`src/rtl/cfg_seq_pkg.sv`:
```
// Package: shared state encoding of the configuration handshake controller.
// Assumes: a single controller instance uses these types and its checker.
package cfg_seq_pkg;
    typedef enum logic [2:0] {
        ST_BOOT      = 3'd0,
        ST_IDLE      = 3'd1,
        ST_CONFIG    = 3'd2,
        ST_INIT      = 3'd3,
        ST_USER      = 3'd4,
        ST_CLEAN     = 3'd5,
        ST_ERR_PULSE = 3'd6,
        ST_ERR_HOLD  = 3'd7
    } seq_state_t;
endpackage

```
`src/rtl/cfg_sync.sv`:
```
// Module: cfg_sync
// Brings an asynchronous level into the clock domain through STAGES flops.
// Assumes: STAGES >= 2; the reset value is low, which reads as a held request.
module cfg_sync #(
    parameter int STAGES = 2
) (
    input  logic clk,
    input  logic rst_n,
    input  logic d_async,
    output logic q_sync
);
    logic [STAGES-1:0] chain;

    genvar g;
    generate
        for (g = 0; g < STAGES; g++) begin : g_stage
            // One synchroniser stage: stage 0 samples the pin, later stages follow.
            always_ff @(posedge clk) begin
                if (!rst_n)      chain[g] <= 1'b0;
                else if (g == 0) chain[g] <= d_async;
                else             chain[g] <= chain[(g == 0) ? 0 : g-1];
            end
        end
    endgenerate

    assign q_sync = chain[STAGES-1];
endmodule

```
`src/rtl/cfg_pulse_timer.sv`:
```
// Module: cfg_pulse_timer
// Down-counter that times the error status pulse. A load sets it to
// CYCLES-1; expired is high once it reaches zero.
// Assumes: CYCLES >= 1; the load is a single-cycle strobe.
module cfg_pulse_timer #(
    parameter int CYCLES = 1000
) (
    input  logic clk,
    input  logic rst_n,
    input  logic load,
    output logic expired
);
    localparam int CNT_W = $clog2(CYCLES + 1);

    logic [CNT_W-1:0] cnt;

    // Count down from the load value to zero and stop there.
    always_ff @(posedge clk) begin
        if (!rst_n)          cnt <= '0;
        else if (load)       cnt <= CNT_W'(CYCLES - 1);
        else if (cnt != '0)  cnt <= cnt - 1'b1;
    end

    assign expired = (cnt == '0);
endmodule

```
`src/rtl/cfg_seq_fsm.sv`:
```
// Module: cfg_seq_fsm
// Sequencing state machine: boot, idle, configure, initialise, user mode,
// clean, and the error pulse and hold. Start pulses are registered and appear
// in the first cycle of the phase they start.
// Assumes: req_s is synchronised; handshake inputs are single-cycle pulses.
module cfg_seq_fsm
    import cfg_seq_pkg::*;
(
    input  logic       clk,
    input  logic       rst_n,
    input  logic       req_s,
    input  logic       cfg_ok,
    input  logic       cfg_err,
    input  logic       clean_done,
    input  logic       init_done_in,
    input  logic       tmr_expired,
    output logic       tmr_load,
    output seq_state_t state,
    output logic       cfg_start,
    output logic       clean_start,
    output logic       init_start
);
    seq_state_t nxt;

    // Next-state selection; a host request low outranks the handshake inputs,
    // and an error outranks a success.
    always_comb begin
        nxt = state;
        unique case (state)
            ST_BOOT:      nxt = ST_IDLE;
            ST_IDLE:      if (req_s) nxt = ST_CONFIG;
            ST_CONFIG: begin
                if (!req_s)       nxt = ST_CLEAN;
                else if (cfg_err) nxt = ST_ERR_PULSE;
                else if (cfg_ok)  nxt = ST_INIT;
            end
            ST_INIT: begin
                if (!req_s)            nxt = ST_CLEAN;
                else if (init_done_in) nxt = ST_USER;
            end
            ST_USER:      if (!req_s) nxt = ST_CLEAN;
            ST_CLEAN:     if (clean_done) nxt = ST_IDLE;
            ST_ERR_PULSE: if (tmr_expired) nxt = ST_ERR_HOLD;
            ST_ERR_HOLD:  if (!req_s) nxt = ST_IDLE;
            default:      nxt = ST_BOOT;
        endcase
    end

    assign tmr_load = (state == ST_CONFIG) && (nxt == ST_ERR_PULSE);

    // State register.
    always_ff @(posedge clk) begin
        if (!rst_n) state <= ST_BOOT;
        else        state <= nxt;
    end

    // Start strobes, one cycle, on entry to their phase.
    always_ff @(posedge clk) begin
        if (!rst_n) begin
            cfg_start   <= 1'b0;
            clean_start <= 1'b0;
            init_start  <= 1'b0;
        end else begin
            cfg_start   <= (nxt == ST_CONFIG) && (state != ST_CONFIG);
            clean_start <= (nxt == ST_CLEAN)  && (state != ST_CLEAN);
            init_start  <= (nxt == ST_INIT)   && (state != ST_INIT);
        end
    end
endmodule

```
`src/rtl/cfg_seq_ctrl.sv`:
```
// Module: cfg_seq_ctrl (top)
// Device-side configuration handshake controller. Synchronises the host
// request, runs the sequencer, captures the interface select once after
// reset and decodes the host-facing flags from the sequencer state.
// Assumes: CLK_HZ >= 1000 for a meaningful 1 ms pulse; reset is synchronous.
module cfg_seq_ctrl
    import cfg_seq_pkg::*;
#(
    parameter int CLK_HZ      = 100_000_000,
    parameter int MODE_W      = 3,
    parameter int SYNC_STAGES = 2
) (
    input  logic              clk,
    input  logic              rst_n,
    input  logic [MODE_W-1:0] mode_sel,
    input  logic              ncfg_req,
    input  logic              cfg_ok,
    input  logic              cfg_err,
    input  logic              clean_done,
    input  logic              init_done_in,
    output logic [MODE_W-1:0] cfg_if_sel,
    output logic              nstat_o,
    output logic              conf_done_o,
    output logic              init_done_o,
    output logic              user_en_o,
    output logic              cfg_start,
    output logic              clean_start,
    output logic              init_start
);
    localparam int PULSE_CYC = (CLK_HZ / 1000 < 1) ? 1 : CLK_HZ / 1000;

    logic       req_s;
    logic       tmr_load;
    logic       tmr_expired;
    seq_state_t state;
    logic [MODE_W-1:0] mode_q;

    cfg_sync #(.STAGES(SYNC_STAGES)) u_sync (
        .clk     (clk),
        .rst_n   (rst_n),
        .d_async (ncfg_req),
        .q_sync  (req_s)
    );

    cfg_pulse_timer #(.CYCLES(PULSE_CYC)) u_tmr (
        .clk     (clk),
        .rst_n   (rst_n),
        .load    (tmr_load),
        .expired (tmr_expired)
    );

    cfg_seq_fsm u_fsm (
        .clk          (clk),
        .rst_n        (rst_n),
        .req_s        (req_s),
        .cfg_ok       (cfg_ok),
        .cfg_err      (cfg_err),
        .clean_done   (clean_done),
        .init_done_in (init_done_in),
        .tmr_expired  (tmr_expired),
        .tmr_load     (tmr_load),
        .state        (state),
        .cfg_start    (cfg_start),
        .clean_start  (clean_start),
        .init_start   (init_start)
    );

    // Capture the interface select only in the boot cycle after reset.
    always_ff @(posedge clk) begin
        if (!rst_n)                mode_q <= '0;
        else if (state == ST_BOOT) mode_q <= mode_sel;
    end

    // Host-facing flags decoded from the sequencer state.
    always_comb begin
        nstat_o     = (state == ST_CONFIG) || (state == ST_INIT) ||
                      (state == ST_USER)   || (state == ST_CLEAN) ||
                      (state == ST_ERR_HOLD);
        conf_done_o = (state == ST_INIT) || (state == ST_USER);
        init_done_o = (state == ST_USER);
        user_en_o   = (state == ST_USER);
    end

    assign cfg_if_sel = mode_q;
endmodule

```
`config.mk`:
```
export PLATFORM = sky130hd
export DESIGN_NAME = cfg_seq_ctrl
export DESIGN_NICKNAME = d
export VERILOG_FILES = /design/src/rtl/cfg_seq_pkg.sv /design/src/rtl/cfg_sync.sv /design/src/rtl/cfg_pulse_timer.sv /design/src/rtl/cfg_seq_fsm.sv /design/src/rtl/cfg_seq_ctrl.sv
export SDC_FILE = /design/constraint.sdc
export NUM_CORES = 1
export LEC_CHECK = 0
export ABC_AREA = 1
export BUFFER_PORTS_ARGS = -buffer_cell sky130_fd_sc_hd__buf_2
export CAP_MARGIN = 30
export CORE_MARGIN = 2
export CORE_UTILIZATION = 38
export DETAILED_ROUTE_END_ITERATION = 6
export PLACE_DENSITY = 0.56
export SETUP_SLACK_MARGIN = 0.05
export SLEW_MARGIN = 10
export SYNTH_ARGS = -nofsm -noshare
export SYNTH_HDL_FRONTEND = slang
export SYNTH_SLANG_ARGS = --single-unit
```
`constraint.sdc`:
```
create_clock -name clk -period 2.05 [get_ports clk]
set_input_delay 0.3075 -clock clk [delete_from_list [all_inputs] [get_ports clk]]
set_output_delay 0.3075 -clock clk [all_outputs]
set_load 0.03 [all_outputs]
```
==> key figures <==
Status
  – Status: finished, final reports clean

Layout
  – N_diodes: 0
  – Core Util, Final: 43.1%
  – Layout cells sized above 1: 23.2%
  – Synth-to-layout area growth: 11.0%
  – Final #Nets: 266

Placement
  – Routability congestion estimate: 0.865
  – Dpl hpwl: 2660 microns
  – Port buffer count: 19

Clock network
  – Clock sinks: 28
  – Post-CTS setup buffers: 0
  – Clk Latency, worst-skew pair: 0.27 ns
  – Clock root buffer: clkbuf_8
  – H-tree Lvls: 1
  – TritonCTS clock tree: built
  – CTS Buf Count: 3
  – Max clock buf depth: 2
  – Worst-path clk slew: 0.09 ns

Timing
  – Post-route setup TNS: 0 ns
  – Max-slew violation count: 0
  – Worst Skew: 0.00626 ns
  – Worst-Margin Slew: 0.602 ns
  – Fmax: 556 MHz
  – Final Critical Period: 1.80 ns
  – Final setup violation count: 0
  – RSZ-0062 raised after global routing: false
  – Final hold violations: 0
  – Final worst-path cycle share: 87.7%
  – Worst slew margin: 59.8%

Worst setup path
  – Most frequent CP cell: nand2_1
  – Worst-path cell chain: inv_4 > ha_1 > inv_1 > nand2_1 > nor2_1 > nand2_1 > nand2_1 > clkinv_1 > nand3_2 > buf_4 > a21oi_2
  – Crit path largest cell delay: 0.47 ns
  – Reg-to-reg critical path startpoint: u_fsm.state[1]
  – Family with the most delay on the worst path: simple AND/OR/NAND/NOR gates
  – Slowest cell on the critical path: dfxtp_1
  – RR Endpoint: u_tmr.cnt[9]
  – Crit path kind: reg -> reg
  – Worst reg2reg path depth: 11
  – Worst setup EP type: flip-flop
  – WP buf/inv: 4
  – Flop-to-flop setup slack: 0.25 ns
  – WP data required: 2.19 ns
  – Crit Path Max Fanout: 10
  – Worst EP arrival: 1.93 ns
  – CP Launch Type: flip-flop

GRT
  – Largest net degree at the start of global routing: 16
  – First-pass GRT wire length: 6110 microns
  – Gr usage total: 15.1%
  – Total grt overflow: 0
  – Initial antenna violation count: 0
  – Vias in the first global route: 1323

Yosys
  – Post-synthesis sequential element count: 28
  – Synth area leaders: dfxtp_1 (34%), nor2_1 (11%), nand2_1 (10%), a21oi_2 (5.3%), nand3_1 (4.8%)
  – Sequential share of the synthesized area: 33.9%
  – Area of the mapped netlist: 1660 sq um
  – Post-Syn Nets: 245
  – Synth area leader: dfxtp_1
  – Area share of the leading cell type in the synthesized netlist: 33.9%
  – Async set-reset flop share out of synthesis: 0%
  – Most common cell in the synthesized netlist: nor2_1
  – Mapped Cells: 230
  – Yosys cell types: 29
  – Yosys warns: 0
  – Top cells by count, synth: nor2_1 (49), nand2_1 (46), dfxtp_1 (28)
  – Top_reg_cell synth: dfxtp_1
  – Synthesized area per cell: 7.20 sq um
  – Post-synth EDFFs: 0

Detailed routing
  – DRT iter0 DRCs: 50
  – Max Used Layer: met4
  – Routed length per instance: 11.5 microns
  – DRT Pass-1 Iters: 4
  – Met2 routed wirelength: 1510 microns
  – Via/cell ratio: 4.71
  – DRC: 0
  – Final WL: 3460 microns
  – WL met3: 117 microns
  – Post-Route M1 WL: 1810 microns
  – Final ANT Viol Nets: 0
  – Vias: 1421

Worst hold path
  – Tightest Hold Check Type: in -> reg
  – Hold path start: ncfg_req
  – Hold Path Stages: 3
  – Min-Delay Endpoint: u_sync.chain[0]

Floorplanning
  – Row count: 24
  – IO Pins: 20
  – Core area: 4260 sq um
  – Chip height: 70 microns
  – Die Width: 70 microns
  – Starting Density: 38.8%
  – DIE AREA: 4900 sq um

Job
  – Max Cap Viol: 0

Power and ir drop
  – Pwr/cell area: 1300 nW/um^2
  – P_leak: 0.903 nW
  – Final Power: 2.39 mW
  – Worst VDD drop: 601 uV
==> metrics by stage <==
stage               instances  worst slack (ns)  cell area, sq um  hold slack, ns
global route              302            0.0951              1840           0.234
floorplan                 230             0.406              1660           0.390
CTS                       302             0.161              1840           0.210
detailed placement        298             0.187              1780           0.428
finish                    302             0.253              1840           0.219
global placement          298             0.233              1780           0.429
==> how the worst max path moves through the flow <==
stage / from / to / slack, ns / depth (start not counted)
2_1_floorplan: u_fsm.state[1] / u_tmr.cnt[10] / 0.41 / 12
3_3_place_gp: u_fsm.state[2] / u_tmr.cnt[16] / 0.23 / 9
3_5_place_dp: u_fsm.state[2] / u_tmr.cnt[2] / 0.19 / 9
4_1_cts: u_fsm.state[2] / u_tmr.cnt[9] / 0.16 / 9
5_1_grt: u_fsm.state[1] / u_tmr.cnt[0] / 0.1 / 11
6_report: u_fsm.state[1] / u_tmr.cnt[9] / 0.25 / 11
==> layout by cell type (no fill, tap or decap), types with 2 or more instances in the layout <==
cell      count
dfxtp_1      27
inv_4         3
nand2_2       4
ha_1          5
clkbuf_8      4
nor2_1       49
nand3_2       3
nor3_1        2
buf_2        19
nand3_1      16
xor2_1        9
a21oi_1       6
buf_4         3
nor2_2        5
a21oi_2      10
o21ai_0       5
nand2_1      46
nand3b_1      3
nor2_4        3
inv_1        16
xnor2_1       3
==> metal layers <==
| layer | track usage (%) | vias to the layer above |
|---|---|---|
| met5 | 0 | - |
| li1 | - | 772 |
| met4 | 4.49 | 0 |
| met3 | 1.30 | 2 |
| met1 | 22.0 | 615 |
| met2 | 23.8 | 32 |
==> area by class of cell <==
| cell class | count | area (sq um) |
|---|---|---|
| fillers | 449 | 2430 |
| well taps | 52 | 65.1 |
| flip-flops and latches | 28 | 562 |
| clock buffers | 4 | 55.1 |
| repair buffers | 22 | 118 |
| inverters | 21 | 86.3 |
| multi-input cells | 175 | 952 |
==> power breakdown <==
part	internal (mW)	switching, mW	total [mW]
registers	0.673	0.114	0.787
logic	0.486	0.778	1.26
clock network	0.172	0.164	0.336
total	1.33	1.06	2.39
==> registers in the layout, indices dropped and copies added (netlist names) <==
register	count
u_fsm.init_start	1
u_fsm.clean_start	1
u_fsm.state	3
u_sync.chain	1
u_tmr.cnt	17
u_fsm.cfg_start	1
cfg_if_sel	3
u_sync.q_sync	1
==> worst reg2reg max path, cell delays in order (launching register included) <==
cell and delay (ns):
dfxtp_1 0.47, inv_4 0.07, ha_1 0.20, inv_1 0.05, nand2_1 0.05, nor2_1 0.12, nand2_1 0.11, nand2_1 0.11
clkinv_1 0.11, nand3_2 0.10, buf_4 0.21, a21oi_2 0.07
==> what timing repair did <==
item                                    CTS  global route
endpoints found under the hold margin     0             0
resized for setup                         0             1
endpoints found under the setup margin    0            10
hold buffers                              0             0
==> cell families after synthesis <==
family / Yosys count / synth area share (%)
adder cells (fa/ha/maj): 5 / 3.78
buffers and inverters: 27 / 8.62
flip-flops: 28 / 33.9
AO/OA/AOI/OAI: 23 / 9.30
AND/OR/NAND/NOR: 135 / 38.1
XOR/XNOR: 12 / 6.35
(Power assumes the default switching activity.)
